$ cat config.mk
export PLATFORM = sky130hd
export DESIGN_NAME = ring_xport_node
export DESIGN_NICKNAME = d
export VERILOG_FILES = /design/src/rtl/ring_xport_pkg.sv /design/src/rtl/ring_seg_tracker.sv /design/src/rtl/ring_word_packer.sv /design/src/rtl/ring_fwd_stage.sv /design/src/rtl/ring_xport_node.sv
export SDC_FILE = /design/constraint.sdc
export NUM_CORES = 1
export LEC_CHECK = 0
export CAP_MARGIN = 15
export CORE_MARGIN = 5
export CORE_UTILIZATION = 35
export CTS_BUF_LIST = sky130_fd_sc_hd__clkbuf_4 sky130_fd_sc_hd__clkbuf_8 sky130_fd_sc_hd__clkbuf_16
export CTS_CLUSTER_SIZE = 30
export DETAILED_ROUTE_END_ITERATION = 7
export PLACE_DENSITY = 0.67
export SLEW_MARGIN = 20
export SYNTH_ARGS = -nofsm -noshare
export SYNTH_HDL_FRONTEND = slang
export SYNTH_SLANG_ARGS = --single-unit
export TNS_END_PERCENT = 30
$ cat constraint.sdc
create_clock -name clk -period 2.45 [get_ports clk]
set_clock_uncertainty 0.05 [all_clocks]
set_input_delay 0.49 -clock clk [delete_from_list [all_inputs] [get_ports clk]]
set_output_delay 0.49 -clock clk [all_outputs]
set_load 0.005 [all_outputs]
$ cat src/rtl/ring_xport_pkg.sv
// Shared types for the ring instruction transport node.
package ring_xport_pkg;
    // Segment parsing phase: waiting for header, waiting for length, in payload.
    typedef enum logic [1:0] {
        SEG_HDR  = 2'd0,
        SEG_LEN  = 2'd1,
        SEG_BODY = 2'd2
    } seg_state_e;
endpackage

$ cat src/rtl/ring_seg_tracker.sv
// Follows segment framing on the ring byte stream: header, length, payload.
// Assumes take is asserted only for accepted bytes; WORD_BYTES >= 2.
module ring_seg_tracker
    import ring_xport_pkg::*;
#(
    parameter int                 BYTE_W     = 8,
    parameter int                 WORD_BYTES = 4,
    parameter logic [BYTE_W-1:0]  NODE_ID    = '0,
    localparam int                LANE_W     = $clog2(WORD_BYTES)
) (
    input  logic              clk,
    input  logic              rst_n,
    input  logic              take,
    input  logic [BYTE_W-1:0] byte_in,
    output logic              body_mine,
    output logic [LANE_W-1:0] lane_idx,
    output logic              last_lane
);
    localparam logic [LANE_W-1:0] LAST = LANE_W'(WORD_BYTES - 1);

    seg_state_e        state;
    logic              mine;
    logic [BYTE_W-1:0] words_left;
    logic [LANE_W-1:0] lane;

    // Advance the framing state on each accepted byte.
    always_ff @(posedge clk) begin
        if (!rst_n) begin
            state      <= SEG_HDR;
            mine       <= 1'b0;
            words_left <= '0;
            lane       <= '0;
        end else if (take) begin
            unique case (state)
                SEG_HDR: begin
                    mine  <= (byte_in == NODE_ID);
                    state <= SEG_LEN;
                end
                SEG_LEN: begin
                    words_left <= byte_in;
                    lane       <= '0;
                    state      <= (byte_in == '0) ? SEG_HDR : SEG_BODY;
                end
                SEG_BODY: begin
                    if (lane == LAST) begin
                        lane       <= '0;
                        words_left <= words_left - 1'b1;
                        if (words_left == BYTE_W'(1)) state <= SEG_HDR;
                    end else begin
                        lane <= lane + LANE_W'(1);
                    end
                end
                default: state <= SEG_HDR;
            endcase
        end
    end

    // Expose the payload position to the packer and stall logic.
    always_comb begin
        body_mine = (state == SEG_BODY) && mine;
        lane_idx  = lane;
        last_lane = (lane == LAST);
    end
endmodule

$ cat src/rtl/ring_word_packer.sv
// Gathers captured bytes little-endian into a word and holds it until taken.
// Assumes the top never asserts cap on the last lane while the word is held.
module ring_word_packer #(
    parameter int  BYTE_W     = 8,
    parameter int  WORD_BYTES = 4,
    localparam int LANE_W     = $clog2(WORD_BYTES),
    localparam int WORD_W     = BYTE_W * WORD_BYTES,
    localparam int HOLD_W     = BYTE_W * (WORD_BYTES - 1)
) (
    input  logic              clk,
    input  logic              rst_n,
    input  logic              cap,
    input  logic [LANE_W-1:0] lane_idx,
    input  logic              last_lane,
    input  logic [BYTE_W-1:0] byte_in,
    input  logic              wd_ready,
    output logic [WORD_W-1:0] wd_data,
    output logic              wd_valid
);
    logic [HOLD_W-1:0] held;
    logic [WORD_W-1:0] word_next;

    // Store the lower lanes as they arrive.
    always_ff @(posedge clk) begin
        if (!rst_n) begin
            held <= '0;
        end else if (cap && !last_lane) begin
            for (int i = 0; i < WORD_BYTES - 1; i++) begin
                if (lane_idx == LANE_W'(i)) held[i*BYTE_W +: BYTE_W] <= byte_in;
            end
        end
    end

    // Combine the held lanes with the final byte.
    generate
        for (genvar g = 0; g < WORD_BYTES - 1; g++) begin : g_lane
            assign word_next[g*BYTE_W +: BYTE_W] = held[g*BYTE_W +: BYTE_W];
        end
    endgenerate
    assign word_next[WORD_W-1 -: BYTE_W] = byte_in;

    // Output word register with valid/ready.
    always_ff @(posedge clk) begin
        if (!rst_n) begin
            wd_valid <= 1'b0;
            wd_data  <= '0;
        end else if (cap && last_lane) begin
            wd_valid <= 1'b1;
            wd_data  <= word_next;
        end else if (wd_ready) begin
            wd_valid <= 1'b0;
        end
    end
endmodule

$ cat src/rtl/ring_fwd_stage.sv
// One register stage that passes every accepted byte to the next ring node.
// Assumes take is asserted only when free is high.
module ring_fwd_stage #(
    parameter int BYTE_W = 8
) (
    input  logic              clk,
    input  logic              rst_n,
    input  logic              take,
    input  logic [BYTE_W-1:0] byte_in,
    input  logic              dn_ready,
    output logic [BYTE_W-1:0] dn_data,
    output logic              dn_valid,
    output logic              free
);
    // Slot is free when empty or being drained this cycle.
    assign free = !dn_valid || dn_ready;

    // Load or drain the forwarding register.
    always_ff @(posedge clk) begin
        if (!rst_n) begin
            dn_valid <= 1'b0;
            dn_data  <= '0;
        end else if (take) begin
            dn_valid <= 1'b1;
            dn_data  <= byte_in;
        end else if (dn_ready) begin
            dn_valid <= 1'b0;
        end
    end
endmodule

$ cat src/rtl/ring_xport_node.sv
// Ring transport node: forwards all bytes and extracts the words of segments
// addressed to NODE_ID. Assumes the stream starts on a segment header after reset.
module ring_xport_node #(
    parameter int                 BYTE_W     = 8,
    parameter int                 WORD_BYTES = 4,
    parameter logic [BYTE_W-1:0]  NODE_ID    = 8'h01,
    localparam int                WORD_W     = BYTE_W * WORD_BYTES,
    localparam int                LANE_W     = $clog2(WORD_BYTES)
) (
    input  logic              clk,
    input  logic              rst_n,
    input  logic [BYTE_W-1:0] up_data,
    input  logic              up_valid,
    output logic              up_ready,
    output logic [BYTE_W-1:0] dn_data,
    output logic              dn_valid,
    input  logic              dn_ready,
    output logic [WORD_W-1:0] wd_data,
    output logic              wd_valid,
    input  logic              wd_ready
);
    logic              fwd_free;
    logic              body_mine;
    logic              last_lane;
    logic [LANE_W-1:0] lane_idx;
    logic              take;
    logic              cap;

    // Accept a byte only if the forward slot is free and a completed word has room.
    always_comb begin
        up_ready = fwd_free && !(body_mine && last_lane && wd_valid && !wd_ready);
        take     = up_valid && up_ready;
        cap      = take && body_mine;
    end

    ring_seg_tracker #(
        .BYTE_W(BYTE_W), .WORD_BYTES(WORD_BYTES), .NODE_ID(NODE_ID)
    ) u_track (
        .clk(clk), .rst_n(rst_n), .take(take), .byte_in(up_data),
        .body_mine(body_mine), .lane_idx(lane_idx), .last_lane(last_lane)
    );

    ring_word_packer #(
        .BYTE_W(BYTE_W), .WORD_BYTES(WORD_BYTES)
    ) u_pack (
        .clk(clk), .rst_n(rst_n), .cap(cap), .lane_idx(lane_idx),
        .last_lane(last_lane), .byte_in(up_data), .wd_ready(wd_ready),
        .wd_data(wd_data), .wd_valid(wd_valid)
    );

    ring_fwd_stage #(
        .BYTE_W(BYTE_W)
    ) u_fwd (
        .clk(clk), .rst_n(rst_n), .take(take), .byte_in(up_data),
        .dn_ready(dn_ready), .dn_data(dn_data), .dn_valid(dn_valid),
        .free(fwd_free)
    );
endmodule

==> impl_metrics.py, run 1 <==
metrics = {
    "run_status": {
        "status": "finished clean",
    },
    "clock_tree": {
        "cts-root-buf": "clkbuf_8",
        "numCtsBuffers": 9,
        "ctsHoldBuffers": 0,
        "cts_setup_buffers": 0,
        "clkSinkCount": 79,
        "clock_latency_ns": 0.36,
        "path_clk_slew_ns": 0.08,
        "htreeDepth": 3,
        "cts_tree": "built",
        "cts_buffer_depth": 2,
    },
    "worst_setup_path": {
        "r2r-start": "u_track.state[0]",
        "start_kind": "flip-flop",
        "critical_path_class": "flip-flop to primary output",
        "rr_worst_depth": 7,
        "cp-end-kind": "primary output",
        "reg2reg_to": "u_track.words_left[0]",
        "crit_arrival_ns": 1.82,
        "worstPathMaxFanout": 3,
        "required_ns": 1.91,
        "rrSetupSlack_ns": 0.50,
    },
    "hold_path": {
        "hold_depth": 2,
        "min_to": "u_pack.wd_data[13]",
        "min-delay-path-class": "flip-flop to flip-flop",
        "min_from": "u_pack.held[13]",
    },
    "drt": {
        "avgRoutedWirePerCell_um": 15.0,
        "drc": 0,
        "ant_nets": 0,
        "drt_pre_antenna_iters": 4,
        "via_count": 2760,
        "avgViaCountPerCell": 5.07,
        "drt_iter0_drc": 238,
        "wirelength_um": 8180,
    },
    "global_route": {
        "grt_antenna_before_repair": 0,
        "grt_pass1_wl_um": 13600,
        "grt_use_total_pct": 15.0,
        "grt_remaining_overflow": 0,
        "grt_pass1_vias": 2745,
        "grt_max_degree": 65,
    },
    "flow_run": {
        "drv_cap": 0,
    },
    "sta": {
        "period_share_pct": 96.1,
        "worst_slew_pin_slew_ns": 0.544,
        "slew_viol_final": 0,
        "grt_setup_unrepaired": "false",
        "finalSetupViolCount": 0,
        "hold_violations": 0,
        "slew_headroom_pct": 63.7,
        "fin_setup_tns_ns": 0,
        "period_minus_slack_ns": 2.36,
        "fmax_ghz": 0.425,
    },
    "synth": {
        "synth_top_area_share_pct": 48.0,
        "syn-num-nets": 393,
        "synthMuxAreaShare_pct": 10.3,
        "synth-simple-area-share_pct": 20.8,
        "syn_area_per_cell_um2": 8.88,
        "synth_area_leaders": "dfxtp_1 (48%), mux2i_1 (10%), nand3_1 (5.3%), o21ai_0 (5.2%), nand2_1 (5.1%)",
        "ys.warnings.count": 0,
        "netlist_area_um2": 3290,
        "synthFlopType": "dfxtp_1",
        "async_flop_share_pct": 0,
        "synth_edf_count": 0,
        "synth_area_leader_cell": "dfxtp_1",
        "yosysSeqAreaShare_pct": 48.0,
        "synthXorXnorAreaFrac_pct": 0.266,
        "postSynthCellCount": 371,
        "synth_fa_ha_area_share_pct": 3.42,
        "ys_ff_latch": 79,
        "synth_top_family_by_area": "simple AND/OR/NAND/NOR gates",
        "synth-compound-area-share_pct": 12.0,
        "synthTopCellsByCount": "dfxtp_1 (79), nand2_1 (45), nor2_1 (38)",
        "yosysUniqueCellTypes": 41,
        "synth.most_common_cell": "dfxtp_1",
    },
    "power": {
        "leakagePower_nw": 1.70,
        "p_per_area_nw_per_um2": 633,
        "total_power_mw": 2.68,
        "ir_drop_v": 0.000252,
    },
    "floorplanning": {
        "ios": 56,
        "die_h_um": 107,
        "dieArea_um2": 11500,
        "fp.dieW_um": 107,
        "start_util_pct": 35.8,
        "core_um2": 9200,
        "rows": 35,
    },
    "cells_and_area": {
        "fillers": 897,
        "final_util_pct": 46.0,
        "antennaDiodeCount": 0,
        "drive_above_1_share_pct": 10.4,
        "final_nets": 450,
        "area_growth_pct": 28.4,
    },
    "place": {
        "port_buffers": 55,
        "gp_congestion": 0.869,
        "dp_hpwl_um": 5730,
    },
}
==> worst max path at each step <==
stage / from / cells after the start / end / slack, ns
finish: u_track.state[0] / 5 / up_ready / 0.09
global route: u_track.state[0] / 5 / up_ready / 0.02
CTS: u_track.lane_idx[0] / 4 / up_ready / 0.04
floorplan: u_track.state[0] / 7 / u_track.words_left[0] / 0.72
global placement: dn_ready / 6 / u_track.words_left[0] / 0.23
detailed placement: dn_ready / 6 / u_track.words_left[0] / 0.19
==> sequential cells by signal, summed over array words and instances, names as in the netlist, 2 cells and up <==
register,count
u_pack.wd_data,32
u_pack.held,24
u_fwd.dn_data,8
u_track.words_left,8
u_track.lane_idx,2
u_track.state,2
==> critical path: stages (launching register included) <==
cell and delay (ns):
dfxtp_1 0.37, inv_1 0.08, ha_1 0.21, nand3_1 0.18, o21a_1 0.14, clkdlybuf4s50_1 0.49
==> cells by family (layout without fill, tap and decap cells) <==
| logic type | count (synthesis) | after routing |
|---|---|---|
| AND/OR/NAND/NOR | 146 | 146 |
| buffers and inverters | 38 | 100 |
| AO/OA/AOI/OAI | 64 | 64 |
| adder cells (fa/ha/maj) | 9 | 9 |
| XOR/XNOR | 1 | 1 |
| multiplexers | 34 | 34 |
| flip-flops | 79 | 79 |
==> layout make-up <==
type | count | area (um^2) | area share, %
clock buffers | 10 | 131 | 3.11
multi-input cells | 254 | 1540 | 36.5
repair buffers | 74 | 701 | 16.6
inverters | 10 | 37.5 | 0.887
flip-flops and latches | 79 | 1580 | 37.4
well taps | 111 | 139 | 3.28
clock inverters | 6 | 93.8 | 2.22
==> layout by cell type, fill, tap and decap left out, types with 2 or more instances in the layout <==
cell type        instances
nand2b_1                 2
a31oi_1                  2
clkinv_4                 2
a21oi_1                 10
ha_1                     8
and3_1                   4
nor3_1                   8
mux2i_1                 34
dfxtp_1                 77
nor2_1                  38
o211ai_1                 2
bufinv_16                2
clkdlybuf4s50_1         54
o32ai_1                  6
nand2_1                 45
nand3_1                 35
nand4_2                  3
clkbuf_8                 9
inv_1                   10
buf_4                   18
and4_1                   2
dfxtp_2                  2
nand4_1                  2
o21ai_0                 34
==> power breakdown <==
part           switching [mW]  leakage (nW)  internal [mW]
clock network           0.491         0.110          0.592
logic                   0.155         0.955          0.111
registers              0.0196         0.640           1.31
==> what timing repair did <==
action	4_1_cts	5_1_grt
endpoints found under the setup margin	1	1
gates resized for setup	1	2
pin swaps	0	0
endpoints found under the hold margin	0	0
cloned	0	0
==> per-stage QoR <==
stage	setup slack, ns	area (um^2)	cells	hold slack (ns)
floorplan	0.719	3290	371	0.386
global placement	0.229	4000	528	0.399
detailed placement	0.195	4000	528	0.406
CTS	0.0366	4230	544	0.416
global route	0.0163	4230	544	0.443
finish	0.0950	4230	544	0.413
==> per-layer routing <==
layer | vias up | global-route usage, % | routed length [um]
li1 | 1399 | - | -
met1 | 1283 | 18.2 | 3660
met2 | 67 | 24.7 | 3960
met3 | 11 | 5.18 | 478
met4 | 0 | 4.66 | 86
met5 | - | 0 | 0
Note: power is estimated with default switching activity, not from simulation.
==> run 2: changes to the inputs <==
--- a/config.mk
+++ b/config.mk
@@ -5,14 +5,13 @@
 export SDC_FILE = /design/constraint.sdc
 export NUM_CORES = 1
 export LEC_CHECK = 0
-export CAP_MARGIN = 15
 export CORE_MARGIN = 5
 export CORE_UTILIZATION = 35
 export CTS_BUF_LIST = sky130_fd_sc_hd__clkbuf_4 sky130_fd_sc_hd__clkbuf_8 sky130_fd_sc_hd__clkbuf_16
 export CTS_CLUSTER_SIZE = 30
 export DETAILED_ROUTE_END_ITERATION = 7
 export PLACE_DENSITY = 0.67
-export SLEW_MARGIN = 20
+export SLEW_MARGIN = 10
 export SYNTH_ARGS = -nofsm -noshare
 export SYNTH_HDL_FRONTEND = slang
 export SYNTH_SLANG_ARGS = --single-unit
==> results of run 2 <==
No change in the layout: final DEF, timing and power equal those of run 1.
